--- src/rtl/rbx_pkg.sv ---
// Package: shared constants and types for the registered bus transceiver.
// Assumes: nothing beyond standard SystemVerilog.
package rbx_pkg;
    localparam int unsigned DEF_WIDTH = 18;

    // How a lane's storage is updated at the next clock edge.
    typedef enum logic [1:0] {
        LANE_FLOW = 2'd0,  // flow-through: storage tracks the input
        LANE_KEEP = 2'd1,  // storage unchanged
        LANE_LOAD = 2'd2   // strobe edge: load the input word
    } lane_mode_e;
endpackage

--- src/rtl/rbx_strobe_edge.sv ---
// Module: rising-edge finder for one capture strobe.
// Samples the strobe on the system clock. It reports an edge only while `arm` is high.
// Assumes: the strobe is synchronous to clk. During reset the previous sample follows
// the strobe, so a strobe held high through reset release gives no edge.
module rbx_strobe_edge (
    input  logic clk,
    input  logic rst_n,
    input  logic strobe,
    input  logic arm,
    output logic rise
);
    logic strobe_q;

    // Keep the strobe value seen at the previous clock edge.
    always_ff @(posedge clk) begin
        strobe_q <= strobe;
    end

    // Edge = high now, low at the previous edge, and armed.
    always_comb begin
        rise = arm && strobe && !strobe_q && rst_n;
    end


    edge_only_on_step_chk: assert property (@(posedge clk) disable iff (!rst_n)
        rise |-> (strobe && !$past(strobe)));
endmodule

--- src/rtl/rbx_lane.sv ---
// Module: one direction of the transceiver. It holds a flow-through path, a stored word
// loaded on strobe edges, an enable of selectable polarity and a zeroed data output
// when released.
// Assumes: synchronous active-low reset. OE_ACTIVE_LOW picks the enable polarity.
module rbx_lane #(
    parameter int unsigned WIDTH         = rbx_pkg::DEF_WIDTH,
    parameter bit          OE_ACTIVE_LOW = 1'b0
) (
    input  logic             clk,
    input  logic             rst_n,
    input  logic [WIDTH-1:0] din,
    input  logic             pass,
    input  logic             cap,
    input  logic             oe_in,
    output logic [WIDTH-1:0] dout,
    output logic             drive
);
    import rbx_pkg::*;

    localparam logic [WIDTH-1:0] ZERO_WORD = '0;

    logic             cap_rise;
    logic             oe_active;
    logic             live;
    logic [WIDTH-1:0] store;
    lane_mode_e       mode;

    rbx_strobe_edge u_edge (
        .clk    (clk),
        .rst_n  (rst_n),
        .strobe (cap),
        .arm    (!pass),
        .rise   (cap_rise)
    );

    // Normalise the enable to active high according to the chosen polarity.
    generate
        if (OE_ACTIVE_LOW) begin : g_oe_low
            assign oe_active = !oe_in;
        end else begin : g_oe_high
            assign oe_active = oe_in;
        end
    endgenerate

    // Decide how storage moves at the coming edge.
    always_comb begin
        if (pass)          mode = LANE_FLOW;
        else if (cap_rise) mode = LANE_LOAD;
        else               mode = LANE_KEEP;
    end

    // Stored word: cleared in reset, tracks in flow-through, loads on an edge.
    always_ff @(posedge clk) begin
        if (!rst_n) begin
            store <= ZERO_WORD;
        end else begin
            case (mode)
                LANE_FLOW, LANE_LOAD: store <= din;
                default:              store <= store;
            endcase
        end
    end

    // Live flag: low during reset so the side stays released.
    always_ff @(posedge clk) begin
        if (!rst_n) live <= 1'b0;
        else        live <= 1'b1;
    end

    // Output stage: drive flag and data word, zero when released.
    always_comb begin
        drive = oe_active && live;
        if (!drive)    dout = ZERO_WORD;
        else if (pass) dout = din;
        else           dout = store;
    end


    flow_through_chk: assert property (@(posedge clk) disable iff (!rst_n)
        (drive && pass) |-> (dout == din));


    hold_value_chk: assert property (@(posedge clk) disable iff (!rst_n)
        (!pass && !cap_rise) |=> $stable(store));


    load_on_edge_chk: assert property (@(posedge clk) disable iff (!rst_n)
        (!pass && cap_rise) |=> (store == $past(din)));


    track_in_flow_chk: assert property (@(posedge clk) disable iff (!rst_n)
        pass |=> (store == $past(din)));
endmodule

--- src/rtl/regbus_xcvr.sv ---
// Module: top of the registered bidirectional bus transceiver. It holds two lanes,
// A-to-B with an active-high enable and B-to-A with an active-low enable.
// Assumes: one system clock and a synchronous active-low reset. The physical three-state
// pins are resolved outside from each side's drive flag and data word.
module regbus_xcvr #(
    parameter int unsigned WIDTH = rbx_pkg::DEF_WIDTH
) (
    input  logic             clk,
    input  logic             rst_n,
    input  logic [WIDTH-1:0] a_bus_i,
    input  logic [WIDTH-1:0] b_bus_i,
    input  logic             a2b_pass,
    input  logic             a2b_cap,
    input  logic             a2b_oe,
    input  logic             b2a_pass,
    input  logic             b2a_cap,
    input  logic             b2a_oe_n,
    output logic [WIDTH-1:0] b_bus_o,
    output logic             b_drive,
    output logic [WIDTH-1:0] a_bus_o,
    output logic             a_drive
);
    // A-to-B lane, enable active high.
    rbx_lane #(.WIDTH(WIDTH), .OE_ACTIVE_LOW(1'b0)) u_a2b (
        .clk   (clk),
        .rst_n (rst_n),
        .din   (a_bus_i),
        .pass  (a2b_pass),
        .cap   (a2b_cap),
        .oe_in (a2b_oe),
        .dout  (b_bus_o),
        .drive (b_drive)
    );

    // B-to-A lane, enable active low.
    rbx_lane #(.WIDTH(WIDTH), .OE_ACTIVE_LOW(1'b1)) u_b2a (
        .clk   (clk),
        .rst_n (rst_n),
        .din   (b_bus_i),
        .pass  (b2a_pass),
        .cap   (b2a_cap),
        .oe_in (b2a_oe_n),
        .dout  (a_bus_o),
        .drive (a_drive)
    );


    ab_release_chk: assert property (@(posedge clk) disable iff (!rst_n)
        !a2b_oe |-> (!b_drive && (b_bus_o == '0)));


    ba_release_chk: assert property (@(posedge clk) disable iff (!rst_n)
        b2a_oe_n |-> (!a_drive && (a_bus_o == '0)));


    a_zero_when_off_chk: assert property (@(posedge clk) disable iff (!rst_n)
        !a_drive |-> (a_bus_o == '0));
endmodule

--- config.mk ---
export PLATFORM = sky130hd
export DESIGN_NAME = regbus_xcvr
export DESIGN_NICKNAME = d
export VERILOG_FILES = /design/src/rtl/rbx_pkg.sv /design/src/rtl/rbx_strobe_edge.sv /design/src/rtl/rbx_lane.sv /design/src/rtl/regbus_xcvr.sv
export SDC_FILE = /design/constraint.sdc
export NUM_CORES = 1
export LEC_CHECK = 0
export BUFFER_PORTS_ARGS = -buffer_cell sky130_fd_sc_hd__buf_2
export CAP_MARGIN = 30
export CORE_UTILIZATION = 50
export CTS_BUF_LIST = sky130_fd_sc_hd__clkbuf_2
export DETAILED_ROUTE_END_ITERATION = 8
export GPL_ROUTABILITY_DRIVEN = 0
export GPL_TIMING_DRIVEN = 0
export PLACE_DENSITY = 0.82
export SLEW_MARGIN = 20
export SYNTH_ARGS = -nofsm -noshare
export SYNTH_HDL_FRONTEND = slang
export SYNTH_HIERARCHICAL = 1
export SYNTH_SLANG_ARGS = --single-unit
--- constraint.sdc ---
create_clock -name clk -period 1.81 [get_ports clk]
set_clock_uncertainty 0.1 [all_clocks]
set_input_delay 0.0905 -clock clk [delete_from_list [all_inputs] [get_ports clk]]
set_output_delay 0.0905 -clock clk [all_outputs]
set_load 0.03 [all_outputs]
==> impl_results.md <==
* Status: complete, no violations
* WHS Endpoint: u_b2a/u_edge/strobe_q
* Seq pwr share at 0.425
* Grt ovf at 0
* Most common cell after layout, fill and taps aside: buf_2
* CP cell instances: nand2_2 > clkbuf_4 > nor2_1 > buf_2
* Rows at 23
* Clock-pin transition on the worst setup and hold timing paths at 0.22 ns
* RR Endpoint: u_a2b/store[16]
* CTS sink count at 40
* Hold crit path type: input pin to register
* Placed Cells incl. Taps at approximately 390
* Die area at between 4000 and 5000 um2
* Critical Path RT at 1.62 ns
* Fin. max-slew vios at 0
* Root Buffer: clkbuf_2
* Setup violators final at 0
* Number of synthesized register bits at 40
* Setup ws final at 0.137 ns
* P_sw at 0.600 mW
* Yosys warning count at 6
* Tcrit/Tclk final at 0.924
* DP Area at around 2600 um2
* Dpl ws at -0.101 ns
* Avg WL per Cell at 13.4 um
* Area growth, synth to finish at 47.3%
* Final core occ at 0.770
* CTS Buf Count at 5
* Die W at 66.9 um
* Worst R2R Path Depth at 5
* RSZ-0062 raised after global routing: no
* Mapped cell area at roughly 2100 um2
* Vias in the first global route at 2,075
* Via count at 2,319
* Cells after Synth at approximately 260
* Tmin final at 1.67 ns
* Net Count, Synth at 301
* Maximum vdd ir drop at 0.000611 V
* H-tree levels at 2
* Critical path class: register to output port
* Drt first-iter violations at 176
* Clk_lat worst skew at approximately 0.4 ns
* Worst Tran Pin Value at about 0.5 ns
* Detail Route Antenna Nets at 0
* I/O pins at slightly above 80
* Core area at ~4000 um2
* Worst-path maximum fanout at 10
* Hold Crit Depth at 2
* Int Power at around 1.7 mW
* Largest net degree at the start of global routing at 20
* Post-synthesis sequential area ratio at 0.380
* Leak at about 1.4 nW
* Global-route usage over all layers at 0.259
* Power share of the clock group at 0.360
* DRC Markers at 0
* First-pass GRT wire length at 8790 um
* CTS tree: done
* Layout cells sized above 1 at 0.275
* Port Buffers at slightly above 80
* CP Buf/Inv Count at 2
* Hold slack at 0.220 ns
* Syn_area_per_cell at 8.20 um2
* 1st-pass router iterations at 4
* Reg2reg start: u_a2b/u_edge/strobe_q
* Final Non-Filler Cells at 436
* Slew headroom at 0.674
* Sw Share at 0.264
* Flop2flop setup slack at 0.33 ns
* Final Power at ~2.3 mW
* Setup TNS at 0 ns
* Die H at between 60 and 70 um
* Crit path capture type: output port
* Vias per std cell at 5.32
* CTS max path bufs at 2
* Nets at roughly 430
* Comb pwr share at 0.215
* Worst Path Arrival at 1.48 ns
* CP top delay family: buffers and inverters
* Critical Path Max Stage Delay at 0.37 ns
* Startpoint types: register
* Hold_sp: b2a_cap
* HPWL Detailed at 3640 um
* Fmax at 0.598 GHz
* WL final at 5820 um
* ANT cells at 0
* Initial Util at 0.523
* Commonest cells after routing, fill and taps aside: 86 x buf_2, 41 x dlygate4sd3_1, 40 x dfxtp_1
* Initial antenna violation count at 0
* CP max stage cell: dfxtp_1
* Post-CTS Setup Bufs at 0
* Maxcap violations at 0
* Final Hold Fails at 0
* Final instance area at 3100 um2
* Post-synthesis cell type count at 16
* FILL cells at 304
* Power per cell area at 731 nW/um2
-- final cells by class --
class | instances | area (um2) | share of cell area
multi-input combinational | 186 | 1130 | 0.363
timing repair buffer | 122 | 816 | 0.263
sequential | 40 | 801 | 0.258
buffer | 26 | 168 | 0.0540
clock inverter | 3 | 90.1 | 0.0290
tap | 50 | 62.6 | 0.0202
clock buffer | 5 | 25.0 | 0.00806
inverter | 4 | 15.0 | 0.00484
-- metal layers --
| metal | track usage | routed length (um) |
|---|---|---|
| met1 | 0.281 | 2350 |
| met2 | 0.456 | 2910 |
| met3 | 0.0548 | 416 |
| met4 | 0.152 | 148 |
| met5 | 0 | 0 |
-- logic make-up after synthesis --
family / count (synthesis) / share of synthesized area
simple gates: 78 / 0.148
compound gates: 72 / 0.214
flops: 40 / 0.380
mux: 36 / 0.171
buf+inv: 31 / 0.0867
-- power groups by stage --
stage	logic, mW	clock network, mW	registers, mW
2_1_floorplan	0.280	0	0.975
3_3_place_gp	0.405	0	0.979
3_5_place_dp	0.413	0	0.981
4_1_cts	0.481	0.831	0.964
5_1_grt	0.526	0.865	0.970
6_report	0.487	0.817	0.965
-- flip-flops by register name (all words and copies together) (netlist names) --
name and flops:
u_a2b/store 18, u_a2b/live 1, u_b2a/live 1, u_b2a/store 18, u_b2a/u_edge/strobe_q 1, u_a2b/u_edge/strobe_q 1
-- worst max path at each step --
stage | start | cells after the start | to | slack, ns
final | u_a2b/live | 4 | b_bus_o[16] | 0.14
after global placement | a2b_pass | 10 | u_a2b/store[3] | -0.10
after global routing | u_a2b/live | 4 | b_bus_o[16] | 0.02
after floorplan | a2b_pass | 9 | u_a2b/store[0] | 0.19
after detailed placement | a2b_pass | 10 | u_a2b/store[2] | -0.10
after CTS | u_a2b/live | 4 | b_bus_o[10] | 0.11
-- timing repair --
action,in CTS,in global routing
gates resized for setup,3,0
setup endpoints to repair,20,0
hold buffers,41,0
hold endpoints to repair,40,0
-- synth_stat cells --
master    instances  share of area
mux2i_1          36           0.17
o21ai_1          20          0.048
buf_6             6          0.032
buf_2             5          0.012
inv_1             4         0.0071
nand2_1          37          0.066
buf_4             4          0.014
and4b_1           2         0.0095
o21ai_0          16          0.038
nor2_1           36          0.064
clkbuf_1          7          0.012
nand2b_1          1         0.0030
dfxtp_1          40           0.38
buf_1             5         0.0089
or2_1             2         0.0059
o211ai_1         36           0.13
No activity file was read; power rests on OpenSTA's default activity.
